$ cat src/rtl/io_win_pkg.sv
// io_win_pkg: shared constants and the register index map for the bridge
// I/O window decoder. Assumes a 3-bit register index and a 16-bit config bus.
package io_win_pkg;

    localparam int CFG_IW    = 3;
    localparam int CFG_DW    = 16;
    localparam int GRAN_BITS = 12;   // 4 KB window granularity

    typedef enum logic [CFG_IW-1:0] {
        IDX_CMD      = 3'd0,
        IDX_BASE     = 3'd1,
        IDX_LIMIT    = 3'd2,
        IDX_BASE_UP  = 3'd3,
        IDX_LIMIT_UP = 3'd4
    } cfg_idx_e;

    // Reset nibbles form an inverted window (0xF000 > 0x0FFF).
    localparam logic [3:0] RST_BASE_NIB  = 4'hF;
    localparam logic [3:0] RST_LIMIT_NIB = 4'h0;

endpackage

$ cat src/rtl/io_win_regs.sv
// io_win_regs: configuration register file for the I/O window.
// Holds the command word, the upper nibbles of the base and limit bytes and,
// when IO32 is set, the upper-16 extension registers. The low nibble of the
// byte registers is a constant capability code. Writes land on the strobe
// edge. Reads are combinational from the registers.
// Assumes UP_W <= 16 (the upper registers fit on the config data bus).
module io_win_regs
    import io_win_pkg::*;
#(
    parameter bit IO32   = 1'b1,
    parameter int ADDR_W = 32
) (
    input  logic                clk,
    input  logic                rst_n,
    input  logic                cfg_wr,
    input  logic [CFG_IW-1:0]   cfg_idx,
    input  logic [CFG_DW-1:0]   cfg_wdata,
    output logic [CFG_DW-1:0]   cfg_rdata,
    output logic [CFG_DW-1:0]   cmd_q,
    output logic [3:0]          base_nib_q,
    output logic [3:0]          limit_nib_q,
    output logic [ADDR_W-17:0]  base_up_q,
    output logic [ADDR_W-17:0]  limit_up_q
);

    localparam int         UP_W    = ADDR_W - 16;
    localparam logic [3:0] CAP_NIB = IO32 ? 4'h1 : 4'h0;

    logic wr_cmd, wr_base, wr_limit;

    // Decode the write strobe per register.
    always_comb begin
        wr_cmd   = cfg_wr && (cfg_idx == IDX_CMD);
        wr_base  = cfg_wr && (cfg_idx == IDX_BASE);
        wr_limit = cfg_wr && (cfg_idx == IDX_LIMIT);
    end

    // Command word and base/limit nibbles, reset to a disabled, closed window.
    always_ff @(posedge clk) begin
        if (!rst_n) begin
            cmd_q       <= '0;
            base_nib_q  <= RST_BASE_NIB;
            limit_nib_q <= RST_LIMIT_NIB;
        end else begin
            if (wr_cmd)   cmd_q       <= cfg_wdata;
            if (wr_base)  base_nib_q  <= cfg_wdata[7:4];
            if (wr_limit) limit_nib_q <= cfg_wdata[7:4];
        end
    end

    generate
        if (IO32) begin : g_up
            // Upper-16 extension registers, present only with 32-bit I/O.
            always_ff @(posedge clk) begin
                if (!rst_n) begin
                    base_up_q  <= '0;
                    limit_up_q <= '0;
                end else begin
                    if (cfg_wr && cfg_idx == IDX_BASE_UP)  base_up_q  <= cfg_wdata[UP_W-1:0];
                    if (cfg_wr && cfg_idx == IDX_LIMIT_UP) limit_up_q <= cfg_wdata[UP_W-1:0];
                end
            end
        end else begin : g_no_up
            assign base_up_q  = '0;
            assign limit_up_q = '0;
        end
    endgenerate

    // Read mux; unmapped indices return zero.
    always_comb begin
        cfg_rdata = '0;
        case (cfg_idx)
            IDX_CMD:      cfg_rdata = cmd_q;
            IDX_BASE:     cfg_rdata = {8'h00, base_nib_q, CAP_NIB};
            IDX_LIMIT:    cfg_rdata = {8'h00, limit_nib_q, CAP_NIB};
            IDX_BASE_UP:  cfg_rdata[UP_W-1:0] = base_up_q;
            IDX_LIMIT_UP: cfg_rdata[UP_W-1:0] = limit_up_q;
            default:      cfg_rdata = '0;
        endcase
    end

    // a command write is visible on the following cycle.
    a_r7_cmd_write_lands: assert property (@(posedge clk) disable iff (!rst_n)
        wr_cmd |=> (cmd_q == $past(cfg_wdata)));

endmodule

$ cat src/rtl/io_win_bounds.sv
// io_win_bounds: rebuilds the full window start and end from the register
// fields and flags whether the window is open (start not above end).
// Purely combinational. Assumes ADDR_W = 16 + upper-field width.
module io_win_bounds
    import io_win_pkg::*;
#(
    parameter int ADDR_W = 32
) (
    input  logic [3:0]         base_nib,
    input  logic [3:0]         limit_nib,
    input  logic [ADDR_W-17:0] base_up,
    input  logic [ADDR_W-17:0] limit_up,
    output logic [ADDR_W-1:0]  win_lo,
    output logic [ADDR_W-1:0]  win_hi,
    output logic               win_open
);

    // Concatenate the fields; the granularity bits are zero at the start and one at the end.
    always_comb begin
        win_lo   = {base_up,  base_nib,  {GRAN_BITS{1'b0}}};
        win_hi   = {limit_up, limit_nib, {GRAN_BITS{1'b1}}};
        win_open = (win_lo <= win_hi);
    end

endmodule

$ cat src/rtl/io_win_match.sv
// io_win_match: compares a strobed address against the window and registers
// a one-cycle forward or ignore pulse. It assumes io_stb lasts one cycle per
// address, and that the window inputs come from registered state.
module io_win_match #(
    parameter int ADDR_W = 32
) (
    input  logic              clk,
    input  logic              rst_n,
    input  logic              io_stb,
    input  logic [ADDR_W-1:0] io_addr,
    input  logic              io_en,
    input  logic              win_open,
    input  logic [ADDR_W-1:0] win_lo,
    input  logic [ADDR_W-1:0] win_hi,
    output logic              fwd_q,
    output logic              ign_q
);

    logic in_range, claim;

    // Inclusive range test gated by the enable and the open flag.
    always_comb begin
        in_range = (io_addr >= win_lo) && (io_addr <= win_hi);
        claim    = io_en && win_open && in_range;
    end

    // Register the decision as a pulse on exactly one output per strobe.
    always_ff @(posedge clk) begin
        if (!rst_n) begin
            fwd_q <= 1'b0;
            ign_q <= 1'b0;
        end else begin
            fwd_q <= io_stb && claim;
            ign_q <= io_stb && !claim;
        end
    end

    // one answer per strobe, none otherwise.
    a_r8_one_answer: assert property (@(posedge clk) disable iff (!rst_n)
        io_stb |=> (fwd_q ^ ign_q));
    a_r8_quiet: assert property (@(posedge clk) disable iff (!rst_n)
        !io_stb |=> !(fwd_q || ign_q));
    // disabled I/O space never forwards.
    a_r4_disabled_blocks: assert property (@(posedge clk) disable iff (!rst_n)
        (io_stb && !io_en) |=> !fwd_q);
    // a closed window never forwards.
    a_r5_closed_blocks: assert property (@(posedge clk) disable iff (!rst_n)
        (io_stb && !win_open) |=> !fwd_q);
    // every forward was inside the window at strobe time.
    a_r2_fwd_inside: assert property (@(posedge clk) disable iff (!rst_n)
        fwd_q |-> ($past(io_addr) >= $past(win_lo) && $past(io_addr) <= $past(win_hi)));

endmodule

$ cat src/rtl/io_window_decoder.sv
// io_window_decoder: top of the bridge I/O window forwarding decoder.
// It ties the register file, the bound builder and the matcher together.
// Decisions use the registered configuration only, so a write and a strobe
// in the same cycle see the old settings.
module io_window_decoder
    import io_win_pkg::*;
#(
    parameter bit IO32   = 1'b1,
    parameter int ADDR_W = 32
) (
    input  logic              clk,
    input  logic              rst_n,
    input  logic              cfg_wr,
    input  logic [2:0]        cfg_idx,
    input  logic [15:0]       cfg_wdata,
    output logic [15:0]       cfg_rdata,
    input  logic              io_stb,
    input  logic [31:0]       io_addr,
    output logic              io_fwd,
    output logic              io_ign
);

    localparam int UP_W = ADDR_W - 16;

    logic [CFG_DW-1:0] cmd_q;
    logic [3:0]        base_nib, limit_nib;
    logic [UP_W-1:0]   base_up, limit_up;
    logic [ADDR_W-1:0] win_lo, win_hi;
    logic              win_open;

    io_win_regs #(.IO32(IO32), .ADDR_W(ADDR_W)) u_regs (
        .clk         (clk),
        .rst_n       (rst_n),
        .cfg_wr      (cfg_wr),
        .cfg_idx     (cfg_idx),
        .cfg_wdata   (cfg_wdata),
        .cfg_rdata   (cfg_rdata),
        .cmd_q       (cmd_q),
        .base_nib_q  (base_nib),
        .limit_nib_q (limit_nib),
        .base_up_q   (base_up),
        .limit_up_q  (limit_up)
    );

    io_win_bounds #(.ADDR_W(ADDR_W)) u_bounds (
        .base_nib  (base_nib),
        .limit_nib (limit_nib),
        .base_up   (base_up),
        .limit_up  (limit_up),
        .win_lo    (win_lo),
        .win_hi    (win_hi),
        .win_open  (win_open)
    );

    io_win_match #(.ADDR_W(ADDR_W)) u_match (
        .clk      (clk),
        .rst_n    (rst_n),
        .io_stb   (io_stb),
        .io_addr  (io_addr),
        .io_en    (cmd_q[0]),
        .win_open (win_open),
        .win_lo   (win_lo),
        .win_hi   (win_hi),
        .fwd_q    (io_fwd),
        .ign_q    (io_ign)
    );

    // addresses above the upper limit field are never forwarded.
    a_r6_above_upper: assert property (@(posedge clk) disable iff (!rst_n)
        (io_stb && io_addr[ADDR_W-1:16] > limit_up) |=> !io_fwd);

endmodule

$ cat config.mk
export PLATFORM = sky130hd
export DESIGN_NAME = io_window_decoder
export DESIGN_NICKNAME = d
export VERILOG_FILES = /design/src/rtl/io_win_pkg.sv /design/src/rtl/io_win_regs.sv /design/src/rtl/io_win_bounds.sv /design/src/rtl/io_win_match.sv /design/src/rtl/io_window_decoder.sv
export SDC_FILE = /design/constraint.sdc
export NUM_CORES = 1
export LEC_CHECK = 0
export ABC_AREA = 1
export BUFFER_PORTS_ARGS = -buffer_cell sky130_fd_sc_hd__buf_4
export CORE_MARGIN = 8
export CORE_UTILIZATION = 55
export CTS_CLUSTER_SIZE = 40
export DETAILED_ROUTE_END_ITERATION = 10
export PLACE_DENSITY_LB_ADDON = 0.3
export SYNTH_ARGS = -nofsm -noshare
export SYNTH_HDL_FRONTEND = slang
export SYNTH_SLANG_ARGS = --single-unit
$ cat constraint.sdc
create_clock -name clk -period 1.69 [get_ports clk]
set_input_delay 0.338 -clock clk [delete_from_list [all_inputs] [get_ports clk]]
set_output_delay 0.338 -clock clk [all_outputs]
set_load 0.005 [all_outputs]
==> impl_metrics.tcl, run 1 <==
set metrics [dict create \
    row_count 31 \
    finalPower_mw 3.645 \
    core_mm2 0.007098 \
    ys.flop_type "dfxtp_1" \
    netlist_area_mm2 0.003943 \
    yosysTopAreaCell "dfxtp_1" \
    clock_skew_ns 0.006338 \
    finalWeightedCongestion 0.8807 \
    fin_tns_setup_ns 0 \
    synth_top_area_frac 0.2945 \
    fin_nets 769 \
    clockPowerShare 0.401 \
    tightestPinTransition_ns 0.4731 \
    ys_ff_latch 58 \
    wl_um 11410 \
    hold_violations 0 \
    final_common_cell "nand2_1" \
    rsz0062_at_grt "true" \
    cts_sinks 58 \
    drive_above_1_share 0.2712 \
    first_pass_iters 7 \
    p_switching_mw 1.035 \
    synthTopCellsByArea "dfxtp_1 29%, ha_1 19%, nand2_1 13%, a21oi_1 9.1%, inv_1 8.3%" \
    fmax_mhz 605.5 \
    power_density_mw_per_mm2 709.6 \
    cts_tree "done" \
    path_max_fanout 6 \
    grt_usage 0.2260 \
    irDropWorstVdd_v 0.0006391 \
    power.static_leakage_nw 2.371 \
    ant_nets 0 \
    finalSetupViolations 0 \
    hold_slack_ns 0.2605 \
    overflow 0 \
    yosysSeqAreaShare 0.2945 \
    hold_path.class "in -> reg" \
    start_util 0.5554 \
    p_sw_frac 0.2841 \
    io_buffer_count 72 \
    grt_pass1_vias 3893 \
    clock_path_buffers 2 \
    die_height_um 100.7 \
    crit_type "in -> out" \
    cts-root-buf "clkbuf_8" \
    power_frac_seq 0.394 \
    grt_first_pass_wirelength_um 18400 \
    worst_ep_arrival_time_ns 1.31 \
    synth_cell_types 28 \
    maxSlewViolCount 0 \
    diodes 0 \
    period_share 0.9773 \
    wl_per_cell_um 15.03 \
    synth_edf_count 0 \
    grt_max_degree 31 \
    area_growth_pct 30.28 \
    insertion_delay_ns 0.34 \
    fin_crit_ns 1.652 \
    comb_power_share 0.205 \
    clkTransAtPathRegs_ns 0.07 \
    htree_levels 3 \
    syn_nets 684 \
    num_vias 4147 \
    endpoint_kind "output port" \
    dp_hpwl_um 8766 \
    status "finished, final reports clean" \
    drcViolationCount 0 \
    die_w_um 100.7 \
    slew_headroom 0.6835 \
    yosys_warnings 0 \
    synth-async-reset-ratio 0 \
    cts_made_buffers 9 \
    pre_cts_ws_ns -0.08749 \
    antenna_found_initial 0 \
    cp.required_ns 1.35 \
    final_cell_mix "129 x nand2_1, 87 x buf_4, 71 x a21oi_1" \
    synth.avg_cell_area_um2 6.917 \
    cap_violations 0 \
    syn_inst 570 \
    cts_hold_buf 0 \
    final_core_util 0.7236 \
    num_io_pins 73 \
    crit_path_start_kind "input port" \
    layout_setup_ws_ns 0.03841 \
    viasPerCell 5.464 \
    die_area_mm2 0.01013 \
    internal_power_mw 2.609 \
    drt_iter0_markers 306 \
]
==> cell usage after synthesis (2+ instances only) <==
cell type / number
inv_1: 87
nor2_1: 33
ha_1: 59
buf_4: 2
o211ai_1: 3
buf_2: 9
a21oi_1: 72
dfxtp_1: 58
nand2_1: 135
nand4_1: 4
o21bai_1: 2
nand3_1: 23
clkbuf_1: 7
nand2_2: 2
a21o_1: 2
o221ai_1: 15
inv_2: 4
o21ai_0: 42
nor2_2: 2
==> what timing repair did <==
item,in CTS,in global routing
cloned,0,0
gates resized for setup,9,60
pin swaps,2,8
buffers inserted,0,6
setup endpoints to repair,5,18
==> path summary, 6_finish.rpt <==
kind                                                     end                         startpoint  depth (start not counted)  slack, ns
worst max-delay path                            cfg_rdata[7]                         cfg_idx[1]                         10       0.04
worst max register to register      u_match.ign_q$_SDFF_PN0_  u_regs.base_up_q[13]$_SDFFE_PN0P_                         11       0.10
worst min register to register  u_regs.cmd_q[3]$_SDFFE_PN0P_       u_regs.cmd_q[3]$_SDFFE_PN0P_                          2       0.47
worst min-delay path                u_match.fwd_q$_SDFF_PN0_                             io_stb                          3       0.26
==> metrics by stage <==
step / area, um^2 / cells
after global routing: 5136 / 759
after CTS: 4920 / 754
after floorplan: 3943 / 570
after global placement: 4668 / 739
final: 5136 / 759
after detailed placement: 4668 / 739
==> state kept, by name (all words and copies together) (netlist names) <==
signal	count
u_regs.base_up_q	16
u_regs.limit_up_q	16
u_regs.limit_nib_q	4
u_regs.base_nib_q	4
u_match.ign_q	1
u_match.fwd_q	1
u_regs.cmd_q	16
==> cells by family after synthesis <==
kind of cell | after synthesis | share of synthesized area
flip-flops | 58 | 0.2945
adder cells (fa/ha/maj) | 59 | 0.1872
buffers and inverters | 110 | 0.1098
AO/OA/AOI/OAI | 140 | 0.1983
AND/OR/NAND/NOR | 203 | 0.2101
==> routing by layer <==
layer	up-vias	part of all wire	GRT usage
met5	-	0	0
met4	0	0.014	0.08256
met3	22	0.070	0.04972
met2	150	0.47	0.3607
met1	1920	0.45	0.2898
li1	2055	-	-
==> critical path, stage by stage <==
cell and delay, ns:
buf_4 0.11, nor2_2 0.04, inv_2 0.09, nor2_4 0.05
buf_6 0.12, nand2_1 0.05, o21ai_0 0.08, a21oi_1 0.13
o221ai_1 0.15, buf_4 0.16
==> power groups by stage <==
stage | registers (mW) | clock network [mW] | logic (mW)
finish | 1.44 | 1.46 | 0.747
global placement | 1.46 | 0 | 0.645
global route | 1.44 | 1.53 | 0.843
floorplan | 1.46 | 0 | 0.398
detailed placement | 1.46 | 0 | 0.674
CTS | 1.43 | 1.47 | 0.687
==> area by class of cell <==
class,count,area [um^2]
Clock buffer,10,137.6
Clock inverter,6,88.84
Inverter,91,341.6
Sequential cell,58,1166
Timing Repair Buffer,93,738.2
Fill cell,581,1962
Tap cell,99,123.9
Multi-Input combinational cell,402,2540
Power figures use the tool's default switching activity.
==> inputs of run 2 (changes only) <==
--- a/config.mk
+++ b/config.mk
@@ -7,7 +7,7 @@
 export LEC_CHECK = 0
 export ABC_AREA = 1
 export BUFFER_PORTS_ARGS = -buffer_cell sky130_fd_sc_hd__buf_4
-export CORE_MARGIN = 8
+export CORE_MARGIN = 2
 export CORE_UTILIZATION = 55
 export CTS_CLUSTER_SIZE = 40
 export DETAILED_ROUTE_END_ITERATION = 10
==> run 2 against run 1 <==
  * The run now ends with setup timing left
  * Critical path depth is 2 lower
  * Clock power about the same
  * First-iteration DRC count increased by 7.5%
  * Worst setup slack lost 0.047 ns
  * Sequential share of layout area increased by 0.085 points
  * Total power grew 1.2%
  * Largest power group unchanged
==> impl_metrics.tcl, run 2 (synthesized netlist as in run 1, its figures left out) <==
set metrics [dict create \
    status "finished with violations" \
    violations "setup timing" \
    drt_iter0_markers 329 \
    die_height_um 88.67 \
    final_cells 755 \
    diodes 0 \
    period_share 1.005 \
    fin_nets 768 \
    die_w_um 88.67 \
    cts_sinks 58 \
    finalWeightedCongestion 0.9197 \
    irDropWorstVdd_v 0.0005214 \
    final_common_cell "nand2_1" \
    power.static_leakage_nw 2.372 \
    wl_um 11510 \
    clock_skew_ns 0.009774 \
    cts_made_buffers 9 \
    slew_headroom 0.6891 \
    crit_chain "buf_4 -> inv_2 -> nand2_2 -> nor2_4 -> inv_2 -> buf_12 -> o221ai_1 -> buf_4" \
    drive_above_1_share 0.2534 \
    hold_path.class "in -> reg" \
    grt_first_pass_wirelength_um 17190 \
    worst_ep_arrival_time_ns 1.36 \
    cp_slowest_stage_delay_ns 0.20 \
    rsz0062_at_grt "true" \
    endpoint_kind "output port" \
    crit_path_start_kind "input port" \
    core_mm2 0.006869 \
    num_io_pins 73 \
    finalSetupViolations 1 \
    cp-endpoint "cfg_rdata[2]" \
    r2r_end "u_match.ign_q$_SDFF_PN0_" \
    fin_crit_ns 1.698 \
    htree_levels 3 \
    io_buffer_count 72 \
    r2r_setup_slack_ns 0.04 \
    first_pass_iters 6 \
    clock_path_buffers 2 \
    dp_hpwl_um 8496 \
    viasPerCell 5.593 \
    grt_pass1_vias 3808 \
    ant_nets 0 \
    critPathSlowestCell "o221ai_1" \
    critPathLaunch "cfg_idx[2]" \
    wl_per_cell_um 15.25 \
    area_growth_pct 29.93 \
    power_density_mw_per_mm2 719.9 \
    num_vias 4223 \
    cts-root-buf "clkbuf_8" \
    worstReg2RegStart "u_regs.limit_up_q[15]$_SDFFE_PN0P_" \
    layout_setup_ws_ns -0.008384 \
    dpl.cell_count 735 \
    reg2regPathDepth 11 \
    hold_slack_ns 0.2424 \
    fmax_mhz 588.8 \
    maxSlewViolCount 0 \
    final_cell_mix "130 x nand2_1, 85 x buf_4, 72 x a21oi_1" \
    hold_violations 0 \
    die_area_mm2 0.007861 \
    start_util 0.5740 \
    finalPower_mw 3.688 \
    cts_tree "done" \
    crit_type "in -> out" \
    nFillCells 497 \
    row_count 30 \
    path_max_fanout 11 \
    tightestPinTransition_ns 0.4648 \
    cap_violations 0 \
    cp.required_ns 1.35 \
    grt_usage 0.2838 \
    clkTransAtPathRegs_ns 0.07 \
    insertion_delay_ns 0.34 \
    reg.largest.list "u_regs.base_up_q (16), u_regs.cmd_q (16), u_regs.limit_up_q (16)" \
    grt_max_degree 33 \
    drcViolationCount 0 \
    antenna_found_initial 0 \
    overflow 0 \
]
[run 2: cell types whose count changed in the layout (fill, tap and decap cells not counted), sizes merged]
| cell | delta |
|---|---|
| clkbuf | +2 |
| inv | -1 |
| clkinv | +1 |
| clkinvlp | -2 |
| buf | -1 |
[run 2: worst min-delay path by stage]
stage,startpoint,endpoint,slack [ns],cells past startpoint
4_1_cts,io_stb,u_match.fwd_q$_SDFF_PN0_,0.24,3
3_5_place_dp,u_regs.cmd_q[8]$_SDFFE_PN0P_,u_regs.cmd_q[8]$_SDFFE_PN0P_,0.45,2
3_3_place_gp,u_regs.cmd_q[8]$_SDFFE_PN0P_,u_regs.cmd_q[8]$_SDFFE_PN0P_,0.44,2
6_report,io_stb,u_match.fwd_q$_SDFF_PN0_,0.24,3
5_1_grt,io_stb,u_match.fwd_q$_SDFF_PN0_,0.25,3
2_1_floorplan,u_regs.cmd_q[8]$_SDFFE_PN0P_,u_regs.cmd_q[8]$_SDFFE_PN0P_,0.43,2
[run 2: layout make-up]
type / instances / area, um^2 / share of cell area
timing repair buffer: 92 / 743.2 / 0.1451
sequential: 58 / 1167 / 0.2279
clock buffer: 12 / 155.1 / 0.03029
inverter: 91 / 341.6 / 0.06668
multi-input combinational: 402 / 2521 / 0.4922
tap: 96 / 120.1 / 0.02345
clock inverter: 4 / 73.82 / 0.01441
[run 2: power by group]
part / switching (mW) / internal [mW]
Sequential: 0.0243 / 1.41
Clock: 0.582 / 0.912
Combinational: 0.430 / 0.330
Total: 1.04 / 2.65
[run 2: metal layers]
layer	share of wire	up-vias	wire length, um	global-route usage
met1	0.43	1903	4989	0.3732
met4	0.035	0	405	0.1336
met3	0.076	49	870	0.06063
met2	0.46	208	5244	0.4437
met5	0	-	0	0
li1	-	2063	-	-
[run 2: stage by stage]
step | setup TNS (ns) | util | area, um^2 | setup WS [ns]
2_1_floorplan | 0 | - | 3943 | 0.2580
3_3_place_gp | 0 | 0.6798 | 4669 | 0.01201
3_5_place_dp | -0.01427 | 0.6798 | 4669 | -0.01373
4_1_cts | -0.01468 | 0.7131 | 4898 | -0.007812
5_1_grt | -0.4741 | 0.7457 | 5122 | -0.06422
6_report | -0.008384 | 0.7457 | 5122 | -0.008384
[run 2: worst max-delay path: cells and delay by family]
kind | cells | cell delay, ns
AOI/OAI and AO/OA | 1 | 0.20
buffers and inverters | 5 | 0.58
and+or+nand+nor | 2 | 0.24
[run 2: timing repair]
action	4_1_cts	5_1_grt
gates resized for setup	1	61
pin swaps	0	5
setup endpoints to repair	4	18
hold buffers	0	0
buffers inserted	0	4
==> inputs of run 3 (changes only) <==
--- a/config.mk
+++ b/config.mk
@@ -7,7 +7,7 @@
 export LEC_CHECK = 0
 export ABC_AREA = 1
 export BUFFER_PORTS_ARGS = -buffer_cell sky130_fd_sc_hd__buf_4
-export CORE_MARGIN = 2
+export CORE_MARGIN = 4
 export CORE_UTILIZATION = 55
 export CTS_CLUSTER_SIZE = 40
 export DETAILED_ROUTE_END_ITERATION = 10
==> run 3 against run 2 <==
  * The flow now finishes without violations
  * Sequential share of layout area hardly changed
  * Non-clock buffer count is 2 lower
  * Final cell count down 0.26%
  * Clock-buffer cell count unchanged
  * Critical path depth grew 3
  * Critical endpoint is now u_match.ign_q$_SDFF_PN0_
  * Highest routed layer unchanged
==> impl_metrics.tcl, run 3 (synthesized netlist as in run 1, its figures left out) <==
set metrics [dict create \
    period_share 0.9870 \
    grt_max_degree 35 \
    wl_um 11460 \
    path_max_fanout 3 \
    worstReg2RegStart "u_regs.base_up_q[2]$_SDFFE_PN0P_" \
    crit_type "reg -> reg" \
    num_io_pins 73 \
    fin_crit_ns 1.668 \
    row_count 30 \
    num_vias 4158 \
    grt_pass1_vias 3838 \
    reg2regPathDepth 11 \
    worst_ep_arrival_time_ns 1.91 \
    final_cell_mix "129 x nand2_1, 85 x buf_4, 70 x a21oi_1" \
    tightestPinTransition_ns 0.4678 \
    hold_slack_ns 0.2542 \
    clkTransAtPathRegs_ns 0.07 \
    antenna_found_initial 0 \
    grt_first_pass_wirelength_um 17480 \
    area_growth_pct 30.88 \
    cts_made_buffers 9 \
    status "finished, final reports clean" \
    irDropWorstVdd_v 0.0007270 \
    fin_nets 766 \
    pre_cts_ws_ns -0.05352 \
    cts_hold_buf 0 \
    cts_tree "done" \
    die_w_um 92.67 \
    grt_usage 0.2498 \
    overflow 0 \
    drt_iter0_markers 301 \
    die_area_mm2 0.008587 \
    cp.required_ns 1.93 \
    drcViolationCount 0 \
    hold_path.class "in -> reg" \
    maxSlewViolCount 0 \
    hold_violations 0 \
    endpoint_kind "flip-flop" \
    cts_sinks 58 \
    clock_path_buffers 2 \
    layout_setup_ws_ns 0.02195 \
    first_pass_iters 6 \
    io_buffer_count 72 \
    insertion_delay_ns 0.33 \
    slew_headroom 0.6871 \
    crit_path_start_kind "flip-flop" \
    placed_area_mm2 0.004677 \
    cap_violations 0 \
    htree_levels 3 \
    diodes 0 \
    reg.largest.list "u_regs.base_up_q (16), u_regs.cmd_q (16), u_regs.limit_up_q (16)" \
    rsz0062_at_grt "true" \
    start_util 0.5740 \
    power.static_leakage_nw 2.372 \
    drive_above_1_share 0.2877 \
    dpl.cell_count 736 \
    r2r_setup_slack_ns 0.02 \
    finalSetupViolations 0 \
    ant_nets 0 \
    die_height_um 92.67 \
    power_density_mw_per_mm2 710.4 \
    nFillCells 525 \
    clock_skew_ns 0.01100 \
    final_cells 753 \
    viasPerCell 5.522 \
    fmax_mhz 599.5 \
    fin_area_mm2 0.005160 \
    min_to "u_match.fwd_q$_SDFF_PN0_" \
    core_mm2 0.006869 \
    wl_per_cell_um 15.22 \
    finalWeightedCongestion 0.9133 \
    dp_hpwl_um 8321 \
    hp-start "io_stb" \
    hold_depth 3 \
    cts-root-buf "clkbuf_8" \
    final_common_cell "nand2_1" \
    r2r_end "u_match.ign_q$_SDFF_PN0_" \
]
-- run 3: cell count changes in the layout (fill, tap and decap cells not counted), sizes merged --
cell,before,now
buf,92,90
-- run 3: layer usage --
layer,vias to the layer above,track usage,part of all wire
li1,2058,-,-
met1,1900,0.3472,0.44
met2,172,0.3940,0.47
met3,28,0.03899,0.067
met4,0,0.08547,0.022
met5,-,0,0
-- run 3: timing repair --
| action | CTS | global route |
|---|---|---|
| setup buffers | 0 | 2 |
| gates resized for setup | 5 | 78 |
| pin swaps | 0 | 12 |
| endpoints found under the setup margin | 4 | 18 |
-- run 3: power by group --
| part | switching [mW] | internal [mW] |
|---|---|---|
| Combinational | 0.436 | 0.333 |
| Sequential | 0.0256 | 1.41 |
| Clock | 0.548 | 0.912 |
-- run 3: through the flow --
step	setup TNS, ns	utilization	total power [mW]
finish	0	0.7512	3.666
global route	-0.3693	0.7512	3.848
CTS	0	0.7168	3.584
detailed placement	-0.07669	0.6809	2.137
global placement	-0.05141	0.6809	2.106
floorplan	0	-	1.855
-- run 3: worst max path at each step --
stage	from	to	slack [ns]
finish	u_regs.base_up_q[2]$_SDFFE_PN0P_	u_match.ign_q$_SDFF_PN0_	0.02
global route	u_regs.base_up_q[0]$_SDFFE_PN0P_	u_match.ign_q$_SDFF_PN0_	-0.13
CTS	u_regs.base_nib_q[3]$_SDFFE_PN1P_	u_match.ign_q$_SDFF_PN0_	0.004
detailed placement	io_addr[31]	u_match.ign_q$_SDFF_PN0_	-0.05
global placement	io_addr[31]	u_match.ign_q$_SDFF_PN0_	-0.04
floorplan	u_regs.base_up_q[15]$_SDFFE_PN0P_	u_match.ign_q$_SDFF_PN0_	0.26
-- run 3: area by class of cell --
cell class	instances	area (um^2)	area share
multi-input cells	402	2574	0.4988
inverters	91	341.6	0.06620
clock inverters	4	73.82	0.01431
flip-flops and latches	58	1175	0.2277
clock buffers	12	155.1	0.03007
well taps	96	120.1	0.02328
repair buffers	90	720.7	0.1397
-- run 3: worst max-delay path, stage by stage, from the launching register on --
cell and delay (ns):
dfxtp_1 0.34, inv_1 0.11, ha_1 0.29, nand2_1 0.06, nor2_1 0.15, nand2_1 0.10, nor2_2 0.14, nand2_1 0.07
nand4_1 0.09, nand3_1 0.10, nand2_1 0.08, inv_1 0.03
